--- src/rtl/i2c_xfer_seq_pkg.sv ---
package i2c_xfer_seq_pkg;
   typedef enum logic [2:0] {
      CMD_NONE    = 3'd0,
      CMD_START   = 3'd1,
      CMD_WRITE   = 3'd2,
      CMD_READ    = 3'd3,
      CMD_STOP    = 3'd4,
      CMD_RELEASE = 3'd5
   } eng_cmd_t;

   typedef enum logic [1:0] {
      ST_IDLE = 2'd0,
      ST_WAIT = 2'd1,
      ST_ARB  = 2'd2
   } seq_state_t;

   localparam logic [7:0] SC_BUS_ERR   = 8'h00;
   localparam logic [7:0] SC_START     = 8'h08;
   localparam logic [7:0] SC_RESTART   = 8'h10;
   localparam logic [7:0] SC_AW_ACK    = 8'h18;
   localparam logic [7:0] SC_AW_NACK   = 8'h20;
   localparam logic [7:0] SC_DW_ACK    = 8'h28;
   localparam logic [7:0] SC_DW_NACK   = 8'h30;
   localparam logic [7:0] SC_ARB_LOST  = 8'h38;
   localparam logic [7:0] SC_AR_ACK    = 8'h40;
   localparam logic [7:0] SC_AR_NACK   = 8'h48;
   localparam logic [7:0] SC_DR_ACK    = 8'h50;
   localparam logic [7:0] SC_DR_NACK   = 8'h58;

   localparam int FLAG_DONE = 0;
   localparam int FLAG_NACK = 1;
   localparam int FLAG_ARB  = 2;
   localparam int FLAG_TO   = 3;
   localparam int NFLAGS    = 4;
endpackage

--- src/rtl/i2c_xfer_seq_buf.sv ---
module i2c_xfer_seq_buf #(
   parameter int DEPTH = 8,
   parameter int WIDTH = 8,
   localparam int IW = $clog2(DEPTH)
) (
   input  logic             clk,
   input  logic             rst_n,
   input  logic             we,
   input  logic [IW-1:0]    waddr,
   input  logic [WIDTH-1:0] wdata,
   input  logic [IW-1:0]    raddr,
   output logic [WIDTH-1:0] rdata
);
   logic [WIDTH-1:0] mem_q [DEPTH];

   for (genvar g = 0; g < DEPTH; g++) begin : g_entry
      always_ff @(posedge clk or negedge rst_n) begin
         if (!rst_n)                        mem_q[g] <= '0;
         else if (we && waddr == IW'(g))    mem_q[g] <= wdata;
      end
   end

   assign rdata = mem_q[raddr];
endmodule

--- src/rtl/i2c_xfer_seq_timer.sv ---
module i2c_xfer_seq_timer #(
   parameter bit TIMEOUT_EN     = 1'b1,
   parameter int TIMEOUT_CYCLES = 100000,
   localparam int TW = $clog2(TIMEOUT_CYCLES + 1)
) (
   input  logic clk,
   input  logic rst_n,
   input  logic run,
   output logic expire
);
   if (TIMEOUT_EN) begin : g_timer
      logic [TW-1:0] cnt_q;
      always_ff @(posedge clk or negedge rst_n) begin
         if (!rst_n)      cnt_q <= '0;
         else if (!run)   cnt_q <= '0;
         else if (!expire) cnt_q <= cnt_q + TW'(1);
      end
      assign expire = run && (cnt_q == TW'(TIMEOUT_CYCLES - 1));
   end else begin : g_no_timer
      logic unused_tmr;
      assign unused_tmr = clk ^ rst_n ^ run;
      assign expire = 1'b0;
   end
endmodule

--- src/rtl/i2c_xfer_seq_flags.sv ---
module i2c_xfer_seq_flags #(
   parameter int N = 4
) (
   input  logic         clk,
   input  logic         rst_n,
   input  logic [N-1:0] set,
   input  logic         clr,
   output logic [N-1:0] flags
);
   for (genvar g = 0; g < N; g++) begin : g_flag
      always_ff @(posedge clk or negedge rst_n) begin
         if (!rst_n)       flags[g] <= 1'b0;
         else if (set[g])  flags[g] <= 1'b1;
         else if (clr)     flags[g] <= 1'b0;
      end

      p_flag_held_r11: assert property (@(posedge clk) disable iff (!rst_n)
         flags[g] && !clr |=> flags[g]);
   end
endmodule

--- src/rtl/i2c_xfer_seq.sv ---
module i2c_xfer_seq
   import i2c_xfer_seq_pkg::*;
#(
   parameter int DEPTH          = 8,
   parameter bit TIMEOUT_EN     = 1'b1,
   parameter int TIMEOUT_CYCLES = 100000,
   localparam int CW = $clog2(DEPTH + 1),
   localparam int IW = $clog2(DEPTH)
) (
   input  logic          clk,
   input  logic          rst_n,
   input  logic          start,
   input  logic [7:0]    slave_addr,
   input  logic [CW-1:0] byte_count,
   input  logic          rep_start_en,
   input  logic          buf_we,
   input  logic [IW-1:0] buf_waddr,
   input  logic [7:0]    buf_wdata,
   input  logic          clear_status,
   input  logic          bus_free,
   input  logic          eng_done,
   input  logic [7:0]    eng_status,
   input  logic [7:0]    eng_rx_data,
   output logic          eng_cmd_valid,
   output logic [2:0]    eng_cmd,
   output logic [7:0]    eng_tx_byte,
   output logic          eng_ack,
   output logic          rx_valid,
   output logic [7:0]    rx_data,
   output logic          busy,
   output logic          done,
   output logic          nack_error,
   output logic          arb_lost_retry,
   output logic          timeout
);
   if (DEPTH < 2 || (1 << IW) != DEPTH) begin : g_bad_depth
      $error("DEPTH must be a power of two of at least 2");
   end
   if (TIMEOUT_EN && TIMEOUT_CYCLES < 2) begin : g_bad_to
      $error("TIMEOUT_CYCLES must be at least 2");
   end

   seq_state_t    st_q, st_d;
   logic [7:0]    addr_q;
   logic [CW-1:0] cnt_q, rem_q, rem_d;
   logic [IW-1:0] idx_q, idx_d;
   logic          rep_q, end_q, end_d;
   logic [7:0]    buf_rdata;
   logic          to_expire;
   logic [NFLAGS-1:0] flag_set, flag_q;
   eng_cmd_t      cmd_d;
   logic [7:0]    tx_d;
   logic          ack_d, rxv_d;

   i2c_xfer_seq_buf #(.DEPTH(DEPTH), .WIDTH(8)) u_buf (
      .clk(clk), .rst_n(rst_n), .we(buf_we), .waddr(buf_waddr),
      .wdata(buf_wdata), .raddr(idx_q), .rdata(buf_rdata));

   i2c_xfer_seq_timer #(.TIMEOUT_EN(TIMEOUT_EN), .TIMEOUT_CYCLES(TIMEOUT_CYCLES)) u_timer (
      .clk(clk), .rst_n(rst_n), .run(st_q != ST_IDLE), .expire(to_expire));

   i2c_xfer_seq_flags #(.N(NFLAGS)) u_flags (
      .clk(clk), .rst_n(rst_n), .set(flag_set), .clr(clear_status), .flags(flag_q));

   always_comb begin
      st_d     = st_q;
      rem_d    = rem_q;
      idx_d    = idx_q;
      end_d    = end_q;
      cmd_d    = CMD_NONE;
      tx_d     = 8'h00;
      ack_d    = 1'b0;
      rxv_d    = 1'b0;
      flag_set = '0;
      unique case (st_q)
         ST_IDLE: begin
            if (start) begin
               cmd_d = CMD_START;
               end_d = 1'b0;
               st_d  = ST_WAIT;
            end
         end
         ST_WAIT: begin
            if (to_expire) begin
               cmd_d = CMD_RELEASE;
               flag_set[FLAG_TO] = 1'b1;
               st_d  = ST_IDLE;
            end else if (eng_done) begin
               case (eng_status)
                  SC_START, SC_RESTART: begin
                     if (end_q) begin
                        flag_set[FLAG_DONE] = 1'b1;
                        st_d = ST_IDLE;
                     end else begin
                        cmd_d = CMD_WRITE;
                        tx_d  = addr_q;
                        rem_d = cnt_q;
                        idx_d = '0;
                     end
                  end
                  SC_AW_ACK, SC_DW_ACK: begin
                     if (eng_status == SC_DW_ACK) rem_d = rem_q - CW'(1);
                     if (rem_d == '0) begin
                        if (rep_q && eng_status == SC_DW_ACK) begin
                           cmd_d = CMD_START;
                           end_d = 1'b1;
                        end else begin
                           cmd_d = CMD_STOP;
                           flag_set[FLAG_DONE] = 1'b1;
                           st_d  = ST_IDLE;
                        end
                     end else begin
                        cmd_d = CMD_WRITE;
                        tx_d  = buf_rdata;
                        idx_d = idx_q + IW'(1);
                     end
                  end
                  SC_AR_ACK, SC_DR_ACK, SC_DR_NACK: begin
                     if (eng_status != SC_AR_ACK) begin
                        rxv_d = 1'b1;
                        rem_d = (eng_status == SC_DR_NACK) ? '0 : rem_q - CW'(1);
                     end
                     if (rem_d == '0) begin
                        if (rep_q && eng_status != SC_AR_ACK) begin
                           cmd_d = CMD_START;
                           end_d = 1'b1;
                        end else begin
                           cmd_d = CMD_STOP;
                           flag_set[FLAG_DONE] = 1'b1;
                           st_d  = ST_IDLE;
                        end
                     end else begin
                        cmd_d = CMD_READ;
                        ack_d = (rem_d > CW'(1));
                     end
                  end
                  SC_AW_NACK, SC_DW_NACK, SC_AR_NACK: begin
                     cmd_d = CMD_STOP;
                     flag_set[FLAG_NACK] = 1'b1;
                     st_d  = ST_IDLE;
                  end
                  SC_ARB_LOST: begin
                     flag_set[FLAG_ARB] = 1'b1;
                     st_d  = ST_ARB;
                  end
                  default: begin
                     cmd_d = CMD_RELEASE;
                     st_d  = ST_IDLE;
                  end
               endcase
            end
         end
         ST_ARB: begin
            if (to_expire) begin
               cmd_d = CMD_RELEASE;
               flag_set[FLAG_TO] = 1'b1;
               st_d  = ST_IDLE;
            end else if (bus_free) begin
               cmd_d = CMD_START;
               st_d  = ST_WAIT;
            end
         end
         default: st_d = ST_IDLE;
      endcase
   end

   always_ff @(posedge clk or negedge rst_n) begin
      if (!rst_n) begin
         st_q          <= ST_IDLE;
         addr_q        <= '0;
         cnt_q         <= '0;
         rep_q         <= 1'b0;
         rem_q         <= '0;
         idx_q         <= '0;
         end_q         <= 1'b0;
         eng_cmd_valid <= 1'b0;
         eng_cmd       <= CMD_NONE;
         eng_tx_byte   <= '0;
         eng_ack       <= 1'b0;
         rx_valid      <= 1'b0;
         rx_data       <= '0;
      end else begin
         if (st_q == ST_IDLE && start) begin
            addr_q <= slave_addr;
            cnt_q  <= byte_count;
            rep_q  <= rep_start_en;
         end
         st_q          <= st_d;
         rem_q         <= rem_d;
         idx_q         <= idx_d;
         end_q         <= end_d;
         eng_cmd_valid <= (cmd_d != CMD_NONE);
         eng_cmd       <= cmd_d;
         eng_tx_byte   <= tx_d;
         eng_ack       <= ack_d;
         rx_valid      <= rxv_d;
         if (rxv_d) rx_data <= eng_rx_data;
      end
   end

   assign busy           = (st_q != ST_IDLE);
   assign done           = flag_q[FLAG_DONE];
   assign nack_error     = flag_q[FLAG_NACK];
   assign arb_lost_retry = flag_q[FLAG_ARB];
   assign timeout        = flag_q[FLAG_TO];

   p_idle_start_r2: assert property (@(posedge clk) disable iff (!rst_n)
      eng_cmd_valid && eng_cmd == CMD_START && !$past(busy) |-> $past(start));
   p_arb_hold_r7: assert property (@(posedge clk) disable iff (!rst_n)
      $past(st_q == ST_ARB && !bus_free) |-> !eng_cmd_valid);
   p_nack_stop_r6: assert property (@(posedge clk) disable iff (!rst_n)
      $rose(nack_error) |-> eng_cmd_valid && eng_cmd == CMD_STOP && !busy);
   p_timeout_release_r10: assert property (@(posedge clk) disable iff (!rst_n)
      $rose(timeout) |-> eng_cmd_valid && eng_cmd == CMD_RELEASE && !busy);
   p_done_idle_r3: assert property (@(posedge clk) disable iff (!rst_n)
      $rose(done) |-> !busy);
   p_rx_from_read_r4: assert property (@(posedge clk) disable iff (!rst_n)
      rx_valid |-> $past(eng_done) && $past(busy));
endmodule

--- config.mk ---
export PLATFORM = sky130hd
export DESIGN_NAME = i2c_xfer_seq
export DESIGN_NICKNAME = d
export VERILOG_FILES = /design/src/rtl/i2c_xfer_seq_pkg.sv /design/src/rtl/i2c_xfer_seq_buf.sv /design/src/rtl/i2c_xfer_seq_timer.sv /design/src/rtl/i2c_xfer_seq_flags.sv /design/src/rtl/i2c_xfer_seq.sv
export SDC_FILE = /design/constraint.sdc
export NUM_CORES = 1
export LEC_CHECK = 0
export BUFFER_PORTS_ARGS = -buffer_cell sky130_fd_sc_hd__buf_2
export CAP_MARGIN = 20
export CORE_MARGIN = 2
export CORE_UTILIZATION = 56
export CTS_CLUSTER_SIZE = 16
export DETAILED_ROUTE_END_ITERATION = 16
export PLACE_DENSITY = 0.84
export REMOVE_ABC_BUFFERS = 1
export SETUP_SLACK_MARGIN = 0.02
export SYNTH_ARGS = -nofsm -noshare
export SYNTH_HDL_FRONTEND = slang
export SYNTH_SLANG_ARGS = --single-unit
--- constraint.sdc ---
create_clock -name clk -period 4.3 [get_ports clk]
set_clock_uncertainty 0.1 [all_clocks]
set_input_delay 0.215 -clock clk [delete_from_list [all_inputs] [get_ports clk]]
set_output_delay 0.215 -clock clk [all_outputs]
set_load 0.01 [all_outputs]
==> impl_metrics.csv <==
group,metric,value,unit
cells_and_area,regArea,3250,sq um
place,dpl.cell_count,732,
place,place_congestion,0.895,
global_route,grt_overflow,0,
cells_and_area,nets,686,
sta,rsz0062_at_grt,"false",
synth,ys_seq_elements,130,
setup_path,r2r-end,"rx_data[7]",
setup_path,rrSetupSlack,1.46,ns
setup_path,crit_path_frequent_cell,"inv_1",
sta,min_period,2.84,ns
clocking,cts_resized,0,
setup_path,cp.depth,7,
synth,syn_inst,537,
power_and_ir_drop,leakagePower,3.38,nW
clocking,cts_setup_buffers,0,
clocking,path_clk_slew,0.05,ns
synth,synth_cell_type_count,65,
synth,async_flop_share,1.00,
synth,synth_area_leaders,"dfrtp_1 50%, mux2_2 16%, mux4_2 5.5%, nor2_1 1.9%, nand2_1 1.4%",
sta,setup_slack,1.46,ns
min_path,holdCritStartpoint,"buf_wdata[3]",
detailed_routing,num_vias,4760,
synth,synthFlopType,"dfrtp_1",
clocking,cts_root_buffer,"clkbuf_16",
sta,slew_headroom,0.387,
setup_path,cp_max_fo,20,
synth,synth_top_area_frac,0.499,
clocking,clk_latency,0.42,ns
synth,syn-cell-area,6510,sq um
setup_path,cpPeakStageDelay,0.59,ns
setup_path,required,4.50,ns
detailed_routing,wirelength,14.9,mm
setup_path,arrival,3.03,ns
detailed_routing,wl_per_cell,19.0,um
cells_and_area,stdcell_count,787,
setup_path,crit_family,"simple AND/OR/NAND/NOR gates",
synth,synth_edf_count,0,
global_route,antenna_found_initial,0,
setup_path,endpoint_kind,"flip-flop",
sta,period_share,0.660,
detailed_routing,vias_per_cell,6.05,
floorplan,fp.dieW,112,um
global_route,grt_max_degree,61,
setup_path,crit_chain,"inv_1, ha_1, inv_1, nand4_1, o21bai_2, nor2_2, mux2_2",
power_and_ir_drop,powerDensity,508,nW/um^2
detailed_routing,ant_nets,0,
clocking,clock-sinks,130,
cells_and_area,postLayoutCellArea,7880,sq um
flow_run,maxCapViolations,0,
clocking,cts_max_level,4,
place,dpl_cell_area,6980,sq um
clocking,clockBufferDepth,2,
setup_path,critPathBufInv,2,
global_route,grt_pass1_vias,4982,
sta,slew_viol_final,0,
synth,ys_seq_area_frac,0.499,
sta,setup_viol,0,
min_path,hold_class,"input pin to flip-flop",
detailed_routing,drtIter0Drc,339,
synth,avgSynthCellArea,12.1,sq um
place,portBuffers,73,
sta,worstMarginPinSlew,0.920,ns
sta,finalHoldViolCount,0,
status,status,"finished clean",
min_path,hold_end,"u_buf.mem_q[27]",
clocking,cts_made_buffers,17,
cells_and_area,fillerInstances,803,
synth,synth_top_area_cell,"dfrtp_1",
detailed_routing,drc,0,
sta,max_freq,353,MHz
cells_and_area,diodes,0,
floorplan,start_util,0.573,
place,dp_hpwl,9.85,mm
floorplan,core-area,11400,sq um
setup_path,cp-start-kind,"flip-flop",
sta,totalNegativeSetupSlack,0,ns
setup_path,reg2reg_from,"st_q[0]",
floorplan,dieArea,12500,sq um
detailed_routing,drt_first_pass_iters,4,
setup_path,rr_worst_depth,7,
floorplan,die_h,112,um
setup_path,slowest_stage,"ha_1",
clocking,cts_tree,"built",
global_route,grt_pass1_wl,24.8,mm
setup_path,crit_type,"flip-flop to flip-flop",
min_path,hold_depth,2,
synth,synth_warnings,0,
synth,synthMostInstantiatedCell,"dfrtp_1",
cells_and_area,multi_input_area,3090,sq um
floorplan,placement_rows,39,
cells_and_area,drive_gt1_frac,0.363,
floorplan,ios,74,
power_and_ir_drop,irDropWorstVdd,0.339,mV
cells_and_area,area_delta_synth_final,20.9,%
clocking,cts_hold_buf,23,
synth,yosys-top-cells-count,"130 x dfrtp_1, 93 x mux2_2, 33 x nor2_1",
global_route,track_usage,0.253,
place,dp_slack,1.46,ns
## cell type report
| type | instances | share of cell area |
|---|---|---|
| Sequential cell | 130 | 0.413 |
| Clock buffer | 21 | 0.0597 |
| Timing Repair Buffer | 101 | 0.0817 |
| Clock inverter | 10 | 0.0229 |
| Multi-Input combinational cell | 365 | 0.392 |
| Inverter | 17 | 0.00810 |
| Tap cell | 143 | 0.0227 |
## worst max-delay path by stage
stage | startpoint | to | slack [ns]
2_1_floorplan | rem_q[0] | eng_cmd_valid | 1.90
3_3_place_gp | eng_status[1] | eng_cmd_valid | 1.55
3_5_place_dp | eng_status[1] | eng_cmd_valid | 1.46
4_1_cts | st_q[0] | rx_data[1] | 1.48
5_1_grt | st_q[1] | rx_data[7] | 1.27
6_report | st_q[0] | rx_data[7] | 1.46
## layout by cell type, fill, tap and decap left out, types with 3 or more instances in the layout
| cell type | instances |
|---|---|
| a21oi_1 | 17 |
| o22ai_1 | 5 |
| and2_1 | 3 |
| nor4_1 | 6 |
| bufinv_16 | 5 |
| xor2_1 | 10 |
| o31ai_1 | 3 |
| buf_4 | 5 |
| ha_1 | 7 |
| nand2_1 | 24 |
| o21ai_0 | 10 |
| dlygate4sd3_1 | 23 |
| nand2b_1 | 3 |
| clkinv_2 | 3 |
| buf_2 | 72 |
| nor3b_1 | 4 |
| mux4_2 | 16 |
| dfrtp_1 | 130 |
| or3_1 | 7 |
| inv_1 | 17 |
| nand3_1 | 14 |
| and3_1 | 5 |
| nor2_1 | 33 |
| clkbuf_16 | 17 |
| xnor2_1 | 3 |
| nor2b_1 | 5 |
| nand4_1 | 10 |
| a22o_1 | 3 |
| nor3_1 | 12 |
| a22oi_1 | 10 |
| nand4b_1 | 4 |
| a31oi_1 | 4 |
| o21ai_1 | 9 |
| clkbuf_8 | 3 |
| mux2_2 | 93 |
## routing by layer
metal  part of all wire  vias to the layer above  global-route usage
met1               0.43                     2385               0.334
li1                   -                     2194                   -
met3              0.053                       30              0.0582
met2               0.50                      151               0.413
met5                  0                        -                   0
met4              0.020                        0              0.0988
## where the power goes
part | total (W) | internal, W | switching [W]
clock network | 0.00158 | 0.00107 | 0.000514
registers | 0.00163 | 0.00147 | 0.000168
logic | 0.000785 | 0.000407 | 0.000378
## through the flow
step / hold WS [ns] / util / total power, W
after floorplan: -0.181 / - / 0.00215
after global placement: 0.218 / 0.614 / 0.00235
after detailed placement: 0.230 / 0.614 / 0.00240
after CTS: 0.0173 / 0.691 / 0.00401
after global routing: 0.0352 / 0.693 / 0.00419
final: 0.0223 / 0.693 / 0.00400
## registers in the layout, summed over array words and instances, names as in the netlist, 4 cells and up
name / cells
u_buf.mem_q: 64
u_flags.flags: 4
addr_q: 8
rx_data: 8
cnt_q: 4
u_timer.g_timer.cnt_q: 17
eng_tx_byte: 8
rem_q: 4
## cells by family (layout without fill, tap and decap cells)
| family | after synthesis | after routing | share of synthesized area |
|---|---|---|---|
| simple gates | 148 | 148 | 0.129 |
| flops | 130 | 130 | 0.499 |
| mux | 111 | 111 | 0.219 |
| compound gates | 86 | 86 | 0.0949 |
| buf+inv | 42 | 149 | 0.0267 |
| xor+xnor | 13 | 13 | 0.0175 |
| fa+ha+maj | 7 | 7 | 0.0134 |
Note: power is estimated with default switching activity, not from simulation.
